$ cat src/rtl/bus_match_pkg.sv
package bus_match_pkg;
  parameter int unsigned ADDR_W  = 16;
  parameter int unsigned DATA_W  = 16;
  parameter int unsigned NUM_CH  = 3;
  parameter int unsigned QUAL_CH = 2;   // leading channels with size/data qualifiers
  parameter int unsigned CTRL_W  = 7;
  localparam int unsigned SEL_W  = (NUM_CH > 1) ? $clog2(NUM_CH) : 1;

  // ctrl bit positions
  localparam int unsigned C_EN    = 0;
  localparam int unsigned C_TAG   = 1;
  localparam int unsigned C_DIRE  = 2;
  localparam int unsigned C_DIRR  = 3;
  localparam int unsigned C_SZE   = 4;
  localparam int unsigned C_SZW   = 5;
  localparam int unsigned C_DATE  = 6;

  typedef struct packed {
    logic              en;
    logic              tag;
    logic              dir_en;
    logic              dir_rd;
    logic              size_en;
    logic              size_word;
    logic              data_en;
    logic [ADDR_W-1:0] addr;
    logic [DATA_W-1:0] data;
  } ch_cfg_t;
endpackage

$ cat src/rtl/match_cfg_bank.sv
module match_cfg_bank
  import bus_match_pkg::*;
(
  input  logic              clk_i,
  input  logic              rst_ni,
  input  logic              we_i,
  input  logic [SEL_W-1:0]  sel_i,
  input  logic [CTRL_W-1:0] ctrl_i,
  input  logic [ADDR_W-1:0] addr_i,
  input  logic [DATA_W-1:0] data_i,
  output ch_cfg_t           cfg_o [NUM_CH]
);
  ch_cfg_t wr_val;

  always_comb begin
    wr_val.en        = ctrl_i[C_EN];
    wr_val.tag       = ctrl_i[C_TAG];
    wr_val.dir_en    = ctrl_i[C_DIRE];
    wr_val.dir_rd    = ctrl_i[C_DIRR];
    wr_val.size_en   = ctrl_i[C_SZE];
    wr_val.size_word = ctrl_i[C_SZW];
    wr_val.data_en   = ctrl_i[C_DATE];
    wr_val.addr      = addr_i;
    wr_val.data      = data_i;
  end

  for (genvar c = 0; c < NUM_CH; c++) begin : g_ch
    logic hit_sel;
    assign hit_sel = we_i && (sel_i == SEL_W'(c));
    always_ff @(posedge clk_i or negedge rst_ni) begin
      if (!rst_ni)      cfg_o[c] <= '0;
      else if (hit_sel) cfg_o[c] <= wr_val;
    end
  end
endmodule

$ cat src/rtl/match_chan.sv
module match_chan
  import bus_match_pkg::*;
#(
  parameter bit HAS_QUAL = 1'b1
) (
  input  ch_cfg_t           cfg_i,
  input  logic              bus_valid_i,
  input  logic              bus_rd_i,
  input  logic              bus_word_i,
  input  logic [ADDR_W-1:0] bus_addr_i,
  input  logic [DATA_W-1:0] bus_data_i,
  input  logic              tag_exec_i,
  output logic              hit_o
);
  logic addr_ok, dir_ok, size_ok, data_ok, forced_hit;

  // exact compare: no even/odd folding, overlapping words never hit
  assign addr_ok = (bus_addr_i == cfg_i.addr);
  assign dir_ok  = !cfg_i.dir_en || (bus_rd_i == cfg_i.dir_rd);

  if (HAS_QUAL) begin : g_full
    assign size_ok = !cfg_i.size_en || (bus_word_i == cfg_i.size_word);
    assign data_ok = !cfg_i.data_en || (bus_data_i == cfg_i.data);
  end else begin : g_lite
    logic unused_qual;
    assign unused_qual = ^{cfg_i.size_en, cfg_i.size_word, cfg_i.data_en,
                           cfg_i.data, bus_word_i, bus_data_i};
    assign size_ok = 1'b1;
    assign data_ok = 1'b1;
  end

  assign forced_hit = bus_valid_i && addr_ok && dir_ok && size_ok && data_ok;
  // tagged: all bus qualifiers masked, execution indication decides
  assign hit_o = cfg_i.en && (cfg_i.tag ? tag_exec_i : forced_hit);
endmodule

$ cat src/rtl/bus_match_unit.sv
module bus_match_unit
  import bus_match_pkg::*;
(
  input  logic              clk_i,
  input  logic              rst_ni,
  input  logic              cfg_we_i,
  input  logic [SEL_W-1:0]  cfg_sel_i,
  input  logic [CTRL_W-1:0] cfg_ctrl_i,
  input  logic [ADDR_W-1:0] cfg_addr_i,
  input  logic [DATA_W-1:0] cfg_data_i,
  input  logic              bus_valid_i,
  input  logic              bus_rd_i,
  input  logic              bus_word_i,
  input  logic [ADDR_W-1:0] bus_addr_i,
  input  logic [DATA_W-1:0] bus_data_i,
  input  logic [NUM_CH-1:0] tag_exec_i,
  output logic [NUM_CH-1:0] match_o
);
  ch_cfg_t           cfg_q [NUM_CH];
  logic [NUM_CH-1:0] hit_d;
  logic [NUM_CH-1:0] match_q;

  match_cfg_bank u_cfg (
    .clk_i  (clk_i),
    .rst_ni (rst_ni),
    .we_i   (cfg_we_i),
    .sel_i  (cfg_sel_i),
    .ctrl_i (cfg_ctrl_i),
    .addr_i (cfg_addr_i),
    .data_i (cfg_data_i),
    .cfg_o  (cfg_q)
  );

  for (genvar c = 0; c < NUM_CH; c++) begin : g_chan
    match_chan #(.HAS_QUAL(c < QUAL_CH)) u_chan (
      .cfg_i       (cfg_q[c]),
      .bus_valid_i (bus_valid_i),
      .bus_rd_i    (bus_rd_i),
      .bus_word_i  (bus_word_i),
      .bus_addr_i  (bus_addr_i),
      .bus_data_i  (bus_data_i),
      .tag_exec_i  (tag_exec_i[c]),
      .hit_o       (hit_d[c])
    );
  end

  always_ff @(posedge clk_i or negedge rst_ni) begin
    if (!rst_ni) match_q <= '0;
    else         match_q <= hit_d;
  end

  assign match_o = match_q;
endmodule

$ cat config.mk
export PLATFORM = sky130hd
export DESIGN_NAME = bus_match_unit
export DESIGN_NICKNAME = d
export VERILOG_FILES = /design/src/rtl/bus_match_pkg.sv /design/src/rtl/match_cfg_bank.sv /design/src/rtl/match_chan.sv /design/src/rtl/bus_match_unit.sv
export SDC_FILE = /design/constraint.sdc
export NUM_CORES = 1
export LEC_CHECK = 0
export BUFFER_PORTS_ARGS = -buffer_cell sky130_fd_sc_hd__buf_2
export CAP_MARGIN = 20
export CORE_MARGIN = 2
export CORE_UTILIZATION = 61
export DETAILED_ROUTE_END_ITERATION = 16
export GPL_TIMING_DRIVEN = 0
export PLACE_DENSITY_LB_ADDON = 0.08
export SYNTH_ARGS = -nofsm -noshare
export SYNTH_HDL_FRONTEND = slang
export SYNTH_HIERARCHICAL = 1
export SYNTH_SLANG_ARGS = --single-unit
$ cat constraint.sdc
create_clock -name clk_i -period 2.3 [get_ports clk_i]
set_input_delay 0.46 -clock clk_i [delete_from_list [all_inputs] [get_ports clk_i]]
set_output_delay 0.46 -clock clk_i [all_outputs]
set_load 0.02 [all_outputs]
-- Word-level counts from Yosys, hierarchy flattened
Index checks and enable logic that the tools add are counted.
- eq/ne operators: 12
- multiplexer cells: 3
- reductions and logical operators: 31
- operator list (cell ; count):
    == test 16 bit ; 5
    logical AND 1 bit ; 16
    zero test 1 bit ; 7
    logical OR 1 bit ; 7
    == test 1 bit ; 5
    two-way mux 1 bit ; 3
    == test 2 x 1 -> 1 bit, second input constant ; 1
    == test 2 bit, second input constant ; 1
    zero test 2 bit ; 1
- flip-flop bits (word level): 101
- bits of input ports: 82
- output and inout bits: 3
- logic and storage cells: 70

-- Longest topological paths before layout
- word-level depth: 7
- depth in mapped cells: 5
- depth with buffers taken out: 5

-- Hierarchy
Netlist, hierarchy kept.
- by module, submodules not included (module ; instances ; cells an instance ; area an instance (um2)):
    match_cfg_bank ; 1 ; 249 ; 4350.4
    match_chan at g_chan[0].u_chan ... ; 2 ; 48 ; 407.9
    match_chan at g_chan[2].u_chan ; 1 ; 26 ; 205.2
    bus_match_unit ; 1 ; 3 ; 75.1

-- Worst setup path after synthesis
Ideal clock, no wire load.
- kind: input -> register
- from: input cfg_sel_i[0]
- to: register u_cfg/cfg_o[100] (netlist bit)
- library setup time: 125 ps
- arrival: 1344 ps
- data required time: 2175 ps
- slack: 831 ps
- stages on the path: 4
- buffers on the path: 2
- cell sequence: nor3b_2 > buf_4 > buf_4 > mux2_2
- longest elaborated chain between the ends: 2
- ends and longest elaborated chain (what ; line ; RTL):
    from (decl) ; bus_match_unit.sv:7 ; input logic [SEL_W-1:0] cfg_sel_i,
    zero test 2 bit ; match_cfg_bank.sv:29 ; assign hit_sel = we_i && (sel_i == SEL_W'(c));
    logical AND 1 bit ; match_cfg_bank.sv:29 ;
    to (signal, indexed assignment) ; match_cfg_bank.sv:32 ; else if (hit_sel) cfg_o[c] <= wr_val;
    to (decl) ; match_cfg_bank.sv:11 ; output ch_cfg_t cfg_o [NUM_CH]
No other way between the ends.
A chain may end at the register's enable or synchronous reset.

-- Final worst setup path
- from: register u_cfg/cfg_o[90] (netlist bit)
- to: register match_q[0], in the netlist match_o[0]
- longest elaborated chain between the ends: 5
- ends and longest elaborated chain (what ; line ; RTL):
    == test 16 bit ; match_chan.sv:23 ; assign data_ok = !cfg_i.data_en || (bus_data_i == cfg_i.data);
    logical OR 1 bit ; match_chan.sv:23 ;
    logical AND 1 bit ; match_chan.sv:32 ; assign forced_hit = bus_valid_i && addr_ok && dir_ok && size_ok && data_ok;
    two-way mux 1 bit ; match_chan.sv:34 ; assign hit_o = cfg_i.en && (cfg_i.tag ? tag_exec_i : forced_hit);
    logical AND 1 bit ; match_chan.sv:34 ;
    named net hit_d[0] ; bus_match_unit.sv:20 ; logic [NUM_CH-1:0] hit_d;
    to (signal assigned) ; bus_match_unit.sv:49 ; else match_q <= hit_d;
    to (decl) ; bus_match_unit.sv:21 ; logic [NUM_CH-1:0] match_q;
The timed path passes the listed nets, and every way through them passes these cells.

==> metrics.md <==
| Metric | Value |
|---|---|
| Outcome | finished clean |
| Max incr delay on CP | about 0.54 ns |
| Num ports | 85 |
| Max VDD drop | 614.2 µV |
| Number of global-route vias before repair | 3072 |
| All-layer global routing usage | 22.82% |
| Worst min-delay path category | in -> async |
| Fin crit share | between 60% and 70% |
| Initial Util | between 60% and 70% |
| CP Launch Type | register |
| Pre-antenna DRT Iters | 4 |
| Initial antenna violation count | 0 |
| DP Cell Count | 523 |
| DRT antenna net count | 0 |
| Area Overhead vs Synth | 16.33% |
| Clk_lat worst skew | 0.36 ns |
| Share of cells above drive strength 1 | 48.97% |
| Worst-path maximum fanout | 2 |
| YS warnings | 6 |
| Clk sink count | 101 |
| Layout Nets | 514 |
| Critical path buffers and inverters | 0 |
| Worst Setup End Kind | register |
| RSZ-0062 raised after global routing | false |
| ANT cells | 0 |
| Setup slack after layout | 0.6918 ns |
| LEAKAGE | 2.451 nW |
| Max Clock Freq | 0.6218 GHz |
| Syn nets | 418 |
| Mapped Area | 4757 µm² |
| Critical path class | reg -> reg |
| Max-Cap Viols | 0 |
| Final std cells w/o fill | 539 |
| Routed length per instance | 17.14 µm |
| WP data arrival | roughly 1.9 ns |
| Dpl hpwl | 7041 µm |
| CTS Hold Buffers Added | 0 |
| P per Cell Area | just under 800 nW/µm² |
| Crit path cell chain | xor2_1 > nor4_1 > nand4_1 > nand2_1 > a32o_1 |
| Hold violation count in the final report | 0 |
| H-tree levels | 3 |
| Syn avg cell area | 14.16 µm² |
| Row cnt | 32 |
| Die width | 92.31 µm |
| Vias per std cell | 5.391 |
| Final Skew | 0.007926 ns |
| Tmin final | around 1.6 ns |
| DIE HEIGHT | slightly above 90 µm |
| Clock slew at reported path FFs | 0.09 ns |
| Number of I/O port buffers | 84 |
| Required @ worst endpoint | 2.60 ns |
| Clk buf depth | 2 |
| Post-Synthesis Cells | 336 |
| Rel. slew slack | 61.63% |
| Post-CTS sizing | 0 |
| CP delay by family, top | simple AND/OR/NAND/NOR gates |
| Num CTS Buffers | 9 |
| First-pass GRT wire length | around 15000 µm |
| Post-CTS Setup Inserts | 0 |
| Dpl ws | around 0.51 ns |
| Worst slew pin tran | 0.5703 ns |
| # DRC | 0 |
| Fin. max-slew vios | 0 |
| CTS tree | yes |
| WL final | 9236 µm |
| Gp weighted congestion | 0.7809 |
| Critical path's slowest cell | nor4_1 |
| Largest net degree at the start of global routing | 61 |
| TNS Setup | 0 ns |
| Setup violators final | 0 |
| Vias | around 2900 |
| Core Region | between 7000 and 8000 µm² |
| Clk root buf | clkbuf_8 |
| Die area | 8521 µm² |
| R2R Setup Slk | 0.69 ns |
| Iteration-0 DRC count of the detailed router | 51 |
| Grt ovf | 0 |
## layer usage
metal / GRT usage (%) / wire length [µm] / vias up / part of all wire, %
li1: - / - / 1386 / -
met1: 32.15 / 4292 / 1447 / 46
met2: 36.92 / 4475 / 64 / 48
met3: 3.987 / 366 / 9 / 4.0
met4: 6.343 / 102 / 0 / 1.1
met5: 0 / 0 / - / 0
## cell usage in the layout (no fill, tap or decap), types with 3 or more instances in the layout
cell type,n
dfrtp_1,101
mux2_2,98
buf_2,91
xor2_1,56
xnor2_1,29
nor4_1,14
clkbuf_8,9
nand4_1,7
clkinv_4,3
nand4b_1,3
buf_4,3
## final timing paths
kind                            cells after the start                      endpoint                    startpoint
worst max-delay path                                5          match_o[0]$_DFF_PN0_   u_cfg/cfg_o[90]$_DFFE_PN0P_
worst min-delay path                                1   u_cfg/cfg_o[51]$_DFFE_PN0P_                        rst_ni
worst max register to register                      5          match_o[0]$_DFF_PN0_   u_cfg/cfg_o[90]$_DFFE_PN0P_
worst min register to register                      1  u_cfg/cfg_o[110]$_DFFE_PN0P_  u_cfg/cfg_o[110]$_DFFE_PN0P_
max in group asynchronous                           2   u_cfg/cfg_o[54]$_DFFE_PN0P_                        rst_ni
min in group clk_i                                  2   u_cfg/cfg_o[46]$_DFFE_PN0P_                 cfg_data_i[7]
## area by class of cell
cell class | instances | area [µm²]
well taps | 102 | 127.6
fillers | 588 | 2113
clock inverters | 7 | 75.07
plain buffers | 12 | 77.57
multi-input cells | 223 | 2152
repair buffers | 85 | 450.4
flip-flops and latches | 101 | 2527
clock buffers | 9 | 123.9
## sequential cells by signal (all words and copies together), names as in the netlist
register,count
u_cfg/cfg_o,98
match_o,3
## power by group
| group | switching (W) | internal, W |
|---|---|---|
| clock network | 0.000613 | 0.000509 |
| registers | 0.000217 | 0.00211 |
| logic | 0.000378 | 0.000523 |
| total | 0.00121 | 0.00314 |
## metrics by stage
stage / utilization [%] / cell area, µm² / total power, W / hold slack, ns
5_1_grt: 72.37 / 5534 / 0.004582 / 0.1246
6_report: 72.37 / 5534 / 0.004348 / 0.08295
2_1_floorplan: - / 4757 / 0.002949 / 0.1644
4_1_cts: 72.37 / 5534 / 0.004392 / 0.09869
3_3_place_gp: 69.37 / 5305 / 0.003217 / 0.4880
3_5_place_dp: 69.76 / 5335 / 0.003271 / 0.4875
(Power assumes the default switching activity.)
